<file path="src/rtl/bsr_pkg.sv">
package bsr_pkg;
  localparam int ADDR_W = 7;
  localparam int DATA_W = 16;
  localparam int CMD_W  = ADDR_W + 1;
  localparam int FRAME_LEN = CMD_W + DATA_W;

  typedef logic [ADDR_W-1:0] addr_t;
  typedef logic [DATA_W-1:0] data_t;
endpackage

</file>
<file path="src/rtl/bsr_sync.sv">
module bsr_sync #(
  parameter int W      = 4,
  parameter int STAGES = 2
) (
  input  logic         clk_i,
  input  logic         rst_ni,
  input  logic [W-1:0] d_i,
  output logic [W-1:0] q_o
);
  logic [STAGES-1:0][W-1:0] pipe_q;

  always_ff @(posedge clk_i or negedge rst_ni) begin
    if (!rst_ni) pipe_q <= '0;
    else         pipe_q <= {pipe_q[STAGES-2:0], d_i};
  end

  assign q_o = pipe_q[STAGES-1];
endmodule

</file>
<file path="src/rtl/bsr_frame.sv">
module bsr_frame
  import bsr_pkg::*;
(
  input  logic  clk_i,
  input  logic  rst_ni,
  input  logic  en_i,
  input  logic  clr_ni,
  input  logic  stb_i,
  input  logic  din_i,
  input  data_t rd_data_i,
  output addr_t addr_o,
  output logic  wr_o,
  output data_t wr_data_o,
  output logic  dout_o
);
  localparam int CNT_W = $clog2(FRAME_LEN + 1);

  logic             stb_d;
  logic [CNT_W-1:0] cnt_q;
  logic [CMD_W-1:0] cmd_q;
  logic             rd_q;
  logic             wr_q;
  data_t            sh_q;
  logic             rise;

  assign rise = stb_i & ~stb_d & en_i & clr_ni;

  always_ff @(posedge clk_i or negedge rst_ni) begin
    if (!rst_ni) begin
      stb_d <= 1'b0;
      cnt_q <= '0;
      cmd_q <= '0;
      rd_q  <= 1'b0;
      wr_q  <= 1'b0;
      sh_q  <= '0;
    end else begin
      stb_d <= stb_i;
      wr_q  <= 1'b0;
      if (!clr_ni) begin
        cnt_q <= '0;
        cmd_q <= '0;
        rd_q  <= 1'b0;
        sh_q  <= '0;
      end else if (rise) begin
        if (cnt_q < CNT_W'(CMD_W)) begin
          cmd_q <= {cmd_q[CMD_W-2:0], din_i};
          cnt_q <= cnt_q + 1'b1;
          if (cnt_q == CNT_W'(CMD_W - 1)) rd_q <= cmd_q[CMD_W-2];
        end else if (cnt_q < CNT_W'(FRAME_LEN)) begin
          cnt_q <= cnt_q + 1'b1;
          if (rd_q) begin
            // first data edge loads, later edges advance
            if (cnt_q == CNT_W'(CMD_W)) sh_q <= rd_data_i;
            else                        sh_q <= {sh_q[DATA_W-2:0], 1'b0};
          end else begin
            sh_q <= {sh_q[DATA_W-2:0], din_i};
            if (cnt_q == CNT_W'(FRAME_LEN - 1)) wr_q <= 1'b1;
          end
        end
      end
    end
  end

  assign addr_o    = cmd_q[ADDR_W-1:0];
  assign wr_o      = wr_q;
  assign wr_data_o = sh_q;
  assign dout_o    = rd_q & (cnt_q > CNT_W'(CMD_W)) & sh_q[DATA_W-1];


  clr_restart_chk: assert property (@(posedge clk_i) disable iff (!rst_ni)
    !clr_ni |=> (cnt_q == '0) && !rd_q);


  cnt_bound_chk: assert property (@(posedge clk_i) disable iff (!rst_ni)
    cnt_q <= CNT_W'(FRAME_LEN));


  wr_only_write_chk: assert property (@(posedge clk_i) disable iff (!rst_ni)
    wr_o |-> !rd_q && (cnt_q == CNT_W'(FRAME_LEN)));


  cmd_advance_chk: assert property (@(posedge clk_i) disable iff (!rst_ni)
    (rise && cnt_q < CNT_W'(CMD_W)) |=> cnt_q == $past(cnt_q) + 1'b1);
endmodule

</file>
<file path="src/rtl/bsr_regbank.sv">
module bsr_regbank
  import bsr_pkg::*;
#(
  parameter int          N_FUNC   = 2,
  parameter int          N_PIN    = 3,
  parameter int          FUNC_BASE = 8,
  parameter int          PEN_BASE  = 16,
  parameter int          PDIR_BASE = 24,
  parameter logic [7:0]  MFG_CODE  = 8'h01,
  parameter logic [3:0]  FW_BUILD  = 4'h2,
  parameter logic [3:0]  FW_MINOR  = 4'h3,
  parameter logic [3:0]  FW_PATCH  = 4'h4
) (
  input  logic  clk_i,
  input  logic  rst_ni,
  input  addr_t addr_i,
  input  logic  wr_i,
  input  data_t wr_data_i,
  output data_t rd_data_o
);
  localparam addr_t ID_ADDR = addr_t'(0);
  localparam addr_t FW_ADDR = addr_t'(1);
  localparam data_t ID_WORD = data_t'(MFG_CODE);
  localparam data_t FW_WORD = {FW_BUILD, 4'h0, FW_MINOR, FW_PATCH};

  logic [N_FUNC-1:0][DATA_W-1:0] func_q;
  logic [N_PIN-1:0][DATA_W-1:0]  pen_q;
  logic [N_PIN-1:0][DATA_W-1:0]  pdir_q;
  logic [N_FUNC-1:0] func_hit;
  logic [N_PIN-1:0]  pen_hit, pdir_hit;

  for (genvar i = 0; i < N_FUNC; i++) begin : g_func
    assign func_hit[i] = (addr_i == addr_t'(FUNC_BASE + i));
    always_ff @(posedge clk_i or negedge rst_ni) begin
      if (!rst_ni)                 func_q[i] <= '0;
      else if (wr_i && func_hit[i]) func_q[i] <= wr_data_i;
    end
  end

  for (genvar i = 0; i < N_PIN; i++) begin : g_pin
    assign pen_hit[i]  = (addr_i == addr_t'(PEN_BASE + i));
    assign pdir_hit[i] = (addr_i == addr_t'(PDIR_BASE + i));
    always_ff @(posedge clk_i or negedge rst_ni) begin
      if (!rst_ni) begin
        pen_q[i]  <= '0;
        pdir_q[i] <= '0;
      end else if (wr_i) begin
        if (pen_hit[i])  pen_q[i]  <= wr_data_i;
        if (pdir_hit[i]) pdir_q[i] <= wr_data_i;
      end
    end
  end

  always_comb begin
    rd_data_o = '0;
    if (addr_i == ID_ADDR) rd_data_o = ID_WORD;
    if (addr_i == FW_ADDR) rd_data_o = FW_WORD;
    for (int i = 0; i < N_FUNC; i++) if (func_hit[i]) rd_data_o = func_q[i];
    for (int i = 0; i < N_PIN; i++) begin
      if (pen_hit[i])  rd_data_o = pen_q[i];
      if (pdir_hit[i]) rd_data_o = pdir_q[i];
    end
  end


  stray_write_chk: assert property (@(posedge clk_i) disable iff (!rst_ni)
    (wr_i && func_hit == '0 && pen_hit == '0 && pdir_hit == '0)
      |=> $stable(func_q) && $stable(pen_q) && $stable(pdir_q));


  func_write_chk: assert property (@(posedge clk_i) disable iff (!rst_ni)
    (wr_i && func_hit[0]) |=> func_q[0] == $past(wr_data_i));


  one_target_chk: assert property (@(posedge clk_i) disable iff (!rst_ni)
    $onehot0({func_hit, pen_hit, pdir_hit}));
endmodule

</file>
<file path="src/rtl/bsr_slave.sv">
module bsr_slave
  import bsr_pkg::*;
#(
  parameter int         SYNC_STAGES = 2,
  parameter int         N_FUNC      = 2,
  parameter int         N_PIN       = 3,
  parameter logic [3:0] FW_BUILD    = 4'h2,
  parameter logic [3:0] FW_MINOR    = 4'h3,
  parameter logic [3:0] FW_PATCH    = 4'h4
) (
  input  logic clk_i,
  input  logic rst_ni,
  input  logic en_i,
  input  logic clr_ni,
  input  logic stb_i,
  input  logic din_i,
  output logic dout_o
);
  logic [3:0] pins_s;
  addr_t      addr;
  logic       wr;
  data_t      wr_data, rd_data;
  logic       dout_raw;

  bsr_sync #(.W(4), .STAGES(SYNC_STAGES)) u_sync (
    .clk_i (clk_i),
    .rst_ni(rst_ni),
    .d_i   ({en_i, clr_ni, stb_i, din_i}),
    .q_o   (pins_s)
  );

  bsr_frame u_frame (
    .clk_i    (clk_i),
    .rst_ni   (rst_ni),
    .en_i     (pins_s[3]),
    .clr_ni   (pins_s[2]),
    .stb_i    (pins_s[1]),
    .din_i    (pins_s[0]),
    .rd_data_i(rd_data),
    .addr_o   (addr),
    .wr_o     (wr),
    .wr_data_o(wr_data),
    .dout_o   (dout_raw)
  );

  bsr_regbank #(
    .N_FUNC  (N_FUNC),
    .N_PIN   (N_PIN),
    .FW_BUILD(FW_BUILD),
    .FW_MINOR(FW_MINOR),
    .FW_PATCH(FW_PATCH)
  ) u_bank (
    .clk_i    (clk_i),
    .rst_ni   (rst_ni),
    .addr_i   (addr),
    .wr_i     (wr),
    .wr_data_i(wr_data),
    .rd_data_o(rd_data)
  );

  // enable gates the line directly, without synchroniser delay
  assign dout_o = en_i & dout_raw;
endmodule

</file>
<file path="config.mk">
export PLATFORM = sky130hd
export DESIGN_NAME = bsr_slave
export DESIGN_NICKNAME = d
export VERILOG_FILES = /design/src/rtl/bsr_pkg.sv /design/src/rtl/bsr_sync.sv /design/src/rtl/bsr_frame.sv /design/src/rtl/bsr_regbank.sv /design/src/rtl/bsr_slave.sv
export SDC_FILE = /design/constraint.sdc
export NUM_CORES = 1
export LEC_CHECK = 0
export ABC_AREA = 1
export CORE_MARGIN = 2
export CORE_UTILIZATION = 65
export CTS_CLUSTER_SIZE = 25
export DETAILED_ROUTE_END_ITERATION = 8
export PLACE_DENSITY = 0.87
export SLEW_MARGIN = 10
export SYNTH_ARGS = -nofsm -noshare
export SYNTH_HDL_FRONTEND = slang
export SYNTH_SLANG_ARGS = --single-unit
</file>
<file path="constraint.sdc">
create_clock -name clk_i -period 3.52 [get_ports clk_i]
set_clock_uncertainty 0.05 [all_clocks]
set_input_delay 0.88 -clock clk_i [delete_from_list [all_inputs] [get_ports clk_i]]
set_output_delay 0.88 -clock clk_i [all_outputs]
set_load 0.01 [all_outputs]
</file>
# Word level (Yosys, flattened, before mapping)
# Cells that the tools add are included.
# totals
regBits,167
latch_bits,0
ram_bits,0
rom_bits,0
input_bits,6
output_inout_bits,1
elab_cells,91
mem_count,0
# classes
n_addsub,1
n_mul,0
div_mod_pow,0
order_cmp,3
eq_ne,18
shift,0
n_mux,33
bitwise_logic,7
n_reduce_logical,13
# ops
cell,n
$mux W16,14
$eq A7 B5 Y1 const B,6
$mux W7,3
$mux W5,4
$reduce_and A2 Y1,8
$eq A7 B4 Y1 const B,2
$mux W14,1
$mux W1,11
$ne A2 B1 Y1 const B,4
$eq A7 B1 Y1 const B,1
$logic_not A7 Y1,1
$and A1 B1 Y1,6
$reduce_and A3 Y1,2
$add A5 B1 Y5 const B,1
$eq A5 B3 Y1 const B,1
$eq A5 B4 Y1 const B,1
$eq A5 B5 Y1 const B,1
$gt A5 B4 Y1 const B,1
$lt A5 B4 Y1 const B,1
$lt A5 B5 Y1 const B,1
$ne A3 B1 Y1 const B,1
$logic_and A1 B1 Y1,2
$ne A2 B2 Y1 const B,1
$not A1 Y1,1

# Longest topological paths before layout
# logic_depth
ltp_word,17
mapped_depth,13
mapped_depth_nobuf,12

# By module
# From an unflattened synthesis, not the netlist that was laid out.
# hier_totals
cells_unflattened,938
hier_area_um2,7746.2
# modules_own_cells
mod,instances,cells_per_inst,area_per_inst_um2,seq_area_each_um2
bsr_regbank,1,685,5749.3,3203.1
bsr_frame,1,239,1759.2,775.7
bsr_sync,1,12,230.2,200.2
bsr_slave,1,2,7.5,0.0

# Worst setup path after synthesis
# OpenSTA, ideal clock, no wires.
# synth_path
kind,input -> output
startpoint,input port en_i
endpoint,output port dout_o
t_arrival_ps,1205
required_time_ps,2590
slack_ps,1385
cell_stages,2
path_buffers,0
cell_sequence,nand3_1 nor3_1
# synth_via
elab_chain_cells,1
# synth_rtl
item,line_no,source
from (decl),bsr_slave.sv:13,"input logic en_i,"
$and A1 B1 Y1,bsr_slave.sv:62,assign dout_o = en_i & dout_raw;
to (decl),bsr_slave.sv:17,output logic dout_o
# Every way passes these cells.

# Final worst setup path
# Same ends and word-level chain as after synthesis.

==> results.md <==
- Total power divided by cell area: 513.0 nW/um^2
- Minimum clock period: 3.062 ns
- Flop and latch count out of synthesis: 167
- Max Transition Viols Final: 0
- RSZ-0062 raised after global routing: no
- Layout overhead on the synthesized area: 10.74%
- Result of the run: finished, final reports clean
- Setup TNS Final: 0 ns
- Maximum fanout along the worst path: 2
- Placement row count: 38
- Synthesis warning total: 0
- Final WL: 18370 um
- Via count of the first global-routing pass: 6229
- Leakage power total: 3.757 nW
- Cell internal pwr: 3.334 mW
- Number of port buffers: 6
- Count of placed standard cells in the final layout, fillers left out: 1024
- Placed insts: 992
- Critical path required time: 2.59 ns
- Max-slew headroom at the worst pin: 0.1501
- Net load switching power: 0.8687 mW
- Std-Cell Core Area: 10980 um^2
- Net switching fraction of the power: 0.2067
- Netlist area before placement: 7398 um^2
- Worst slew pin tran: 1.266 ns
- CTS H-tree depth: 4
- Sink count of the clock tree: 167
- Number of top-level pins: 7
- Via density: 6.208
- Largest net degree at the start of global routing: 62
- Most frequent cell on the critical path: sky130_fd_sc_hd__clkdlybuf4s50_1
- Average routed wire per standard cell: 17.94 um
- Delay of the slowest cell on the worst path: 0.57 ns
- Synthesized instance count: 879
- Arrival time of the worst setup path: 2.13 ns
- Sum of net half-perimeters after detailed placement: 11130 um
- Count of hold-fix buffers inserted at cts: 0
- Synthesized area per cell: 8.417 um^2
- Number of optimization iterations in the first detailed-route pass: 7
- Most frequently used flop master after synthesis: sky130_fd_sc_hd__dfrtp_1
- Share of cells above drive strength 1: 0.07919
- Fill cell instance count of the final layout: 692
- Hold Violations, Final: 0
- Clock root buffer master: sky130_fd_sc_hd__clkbuf_16
- Die width: 110.7 um
- Final Cycle Share: 0.8698
- Synthesized net count: 887
- Ordered list of cells on the worst path: clkdlybuf4s50_1, nand3_1, nor3_1, clkdlybuf4s50_1
- Routed vias: 6357
- Height of the die: 110.7 um
- Combinational fraction of design power: 0.029
- Peak VDD IR: 396.3 uV
- Clock tree from TritonCTS: yes
- Weighted congestion reported at the end of routability-driven placement: 0.8852
- Startpoint class of the critical path: primary input
- Global-route congestion overflow total: 0
- Global router's overall resource usage: 0.3158
- Initial core utilization: 0.6736
- Net count, final: 879
- Number of buffers created by CTS: 17
- Critical-path cell with the highest stage delay: sky130_fd_sc_hd__clkdlybuf4s50_1
- Longest Clk Path Bufs: 2
- Part of the total power dissipated in the clock network: 0.507
- Min-Delay Path Class: reg2reg
- Setup Crit Path Kind: in2out
- Antenna cell count: 0
- First-pass GRT wire length: 30920 um
- Maxcap violations: 0
- Clock-pin transition on the worst setup and hold timing paths: 0.06 ns
- Number of cells upsized or downsized after cts: 0
- Reg power frac: 0.464
- Element type at the critical path end: output pin
- Number of nets with antenna violations after detailed routing: 0
- Post-synth EDFFs: 0
- DRC Markers: 0
- # Post-CTS Setup Buffers: 0
- Proportion of register bits with asynchronous set or reset after synthesis: 1.000
- Total Die Area: 12250 um^2
- Starting DRT DRC Count: 802
- Clock latency of the later-clocked register in the worst-skew pair: 0.44 ns
- Max frequency: 326.6 MHz
- Final number of setup-violating endpoints: 0
- Sequential share of the synthesized area: 0.5649
- Antenna violations before repair: 0
- Netlist cell types: 30
==> sequential cells by signal, summed over array words and instances, names as in the netlist <==
register           cells
u_bank.pen_q          48
u_frame.cmd_q          7
u_frame.wr_o           1
u_frame.wr_data_o     16
u_frame.cnt_q          5
u_sync.pipe_q          4
u_sync.q_o             4
u_frame.stb_d          1
u_frame.rd_q           1
u_bank.pdir_q         48
u_bank.func_q         32
==> layout by cell type, fill, tap and decap left out, types with 2 or more instances in the layout <==
cell type                         instances
sky130_fd_sc_hd__nand2_1                304
sky130_fd_sc_hd__dfrtp_1                167
sky130_fd_sc_hd__o21ai_0                125
sky130_fd_sc_hd__inv_1                   55
sky130_fd_sc_hd__nand3_1                 43
sky130_fd_sc_hd__nor2_1                  32
sky130_fd_sc_hd__o21ai_1                 19
sky130_fd_sc_hd__a21oi_1                 19
sky130_fd_sc_hd__clkbuf_16               17
sky130_fd_sc_hd__nand4_1                 16
sky130_fd_sc_hd__inv_2                    7
sky130_fd_sc_hd__nor2_2                   7
sky130_fd_sc_hd__or2_0                    6
sky130_fd_sc_hd__or2_2                    6
sky130_fd_sc_hd__o22ai_1                  6
sky130_fd_sc_hd__bufinv_16                6
sky130_fd_sc_hd__clkdlybuf4s50_1          5
sky130_fd_sc_hd__buf_4                    5
sky130_fd_sc_hd__nand2_2                  4
sky130_fd_sc_hd__nor2_4                   4
sky130_fd_sc_hd__o2111ai_1                4
sky130_fd_sc_hd__o211ai_1                 4
sky130_fd_sc_hd__nor3_1                   3
sky130_fd_sc_hd__nor2_8                   2
sky130_fd_sc_hd__ha_1                     2
sky130_fd_sc_hd__clkbuf_8                 2
sky130_fd_sc_hd__clkinv_4                 2
sky130_fd_sc_hd__clkinvlp_4               2
sky130_fd_sc_hd__clkinv_2                 2
==> through the flow <==
step / setup WS [ns] / util / cell area (um^2) / power [mW] / hold WS (ns)
2_1_floorplan: 1.385 / - / 7398 / 2.035 / 0.2812
3_3_place_gp: 0.4533 / 0.6841 / 7513 / 2.095 / 0.2833
3_5_place_dp: 0.4514 / 0.6841 / 7513 / 2.104 / 0.2847
4_1_cts: 0.4473 / 0.7460 / 8193 / 4.196 / 0.3030
5_1_grt: 0.3484 / 0.7460 / 8193 / 4.307 / 0.3084
6_report: 0.4585 / 0.7460 / 8193 / 4.203 / 0.2992
==> per-layer routing <==
| layer | GRT usage | routed length [um] |
|---|---|---|
| met1 | 0.4333 | 7381 |
| met4 | 0.1267 | 371 |
| met3 | 0.06452 | 1709 |
| met5 | 0 | 0 |
| met2 | 0.5010 | 8908 |
==> cell usage after synthesis (2+ instances only) <==
library cell	count	area share
sky130_fd_sc_hd__inv_1	55	0.028
sky130_fd_sc_hd__dfrtp_1	167	0.56
sky130_fd_sc_hd__clkbuf_1	26	0.013
sky130_fd_sc_hd__o21ai_0	125	0.085
sky130_fd_sc_hd__o2111ai_1	4	0.0047
sky130_fd_sc_hd__o22ai_1	6	0.0051
sky130_fd_sc_hd__buf_2	8	0.0054
sky130_fd_sc_hd__o21ai_1	19	0.013
sky130_fd_sc_hd__nor2_1	32	0.016
sky130_fd_sc_hd__or2_2	6	0.0051
sky130_fd_sc_hd__a21oi_1	19	0.013
sky130_fd_sc_hd__nor2_8	2	0.0054
sky130_fd_sc_hd__nor2_4	4	0.0061
sky130_fd_sc_hd__ha_1	2	0.0034
sky130_fd_sc_hd__inv_2	7	0.0036
sky130_fd_sc_hd__nand4_1	16	0.014
sky130_fd_sc_hd__or2_0	6	0.0051
sky130_fd_sc_hd__nand2_2	4	0.0034
sky130_fd_sc_hd__buf_4	4	0.0041
sky130_fd_sc_hd__nand2_1	304	0.15
sky130_fd_sc_hd__nor2_2	7	0.0059
sky130_fd_sc_hd__o211ai_1	4	0.0041
sky130_fd_sc_hd__nand3_1	43	0.029
sky130_fd_sc_hd__nor3_1	3	0.0020
==> kinds of logic after synthesis <==
kind of cell | synth area share
AND/OR/NAND/NOR | 0.2510
adder cells (fa/ha/maj) | 0.003382
AO/OA/AOI/OAI | 0.1251
flip-flops | 0.5649
buffers and inverters | 0.05564
==> final cells by class <==
| type | count | area, um^2 | area share |
|---|---|---|---|
| Multi-Input combinational cell | 611 | 2808 | 0.3427 |
| Tap cell | 140 | 175.2 | 0.02138 |
| Clock inverter | 12 | 222.7 | 0.02718 |
| Clock buffer | 20 | 456.7 | 0.05574 |
| Inverter | 62 | 232.7 | 0.02841 |
| Timing Repair Buffer | 12 | 118.9 | 0.01451 |
| Sequential cell | 167 | 4179 | 0.5101 |
==> power by group through the flow <==
stage	sequential (mW)	clock [mW]	combinational (mW)
after CTS	1.95	2.12	0.121
after floorplan	1.98	0	0.0540
after global routing	1.95	2.22	0.140
after global placement	1.98	0	0.112
final	1.95	2.13	0.121
after detailed placement	1.99	0	0.119
==> critical path, delay by kind of cell <==
family	cells	cell delay, ns
buf+inv	2	1.04
simple gates	2	0.21
==> final timing paths <==
path                            depth (start not counted)                         start                             to  slack [ns]
min in group asynchronous                               1                        rst_ni   u_frame.cnt_q[0]$_DFFE_PN0P_        0.37
worst max-delay path                                    4                          en_i                         dout_o        0.46
worst min register to register                          0    u_sync.pipe_q[1]$_DFF_PN0_        u_sync.q_o[1]$_DFF_PN0_        0.30
max in group asynchronous                               2                        rst_ni  u_bank.func_q[19]$_DFFE_PN0P_        2.24
worst min-delay path                                    0    u_sync.pipe_q[1]$_DFF_PN0_        u_sync.q_o[1]$_DFF_PN0_        0.30
worst max register to register                          7  u_frame.cmd_q[3]$_DFFE_PN0P_  u_bank.pdir_q[26]$_DFFE_PN0P_        0.92
(Power assumes the default switching activity.)
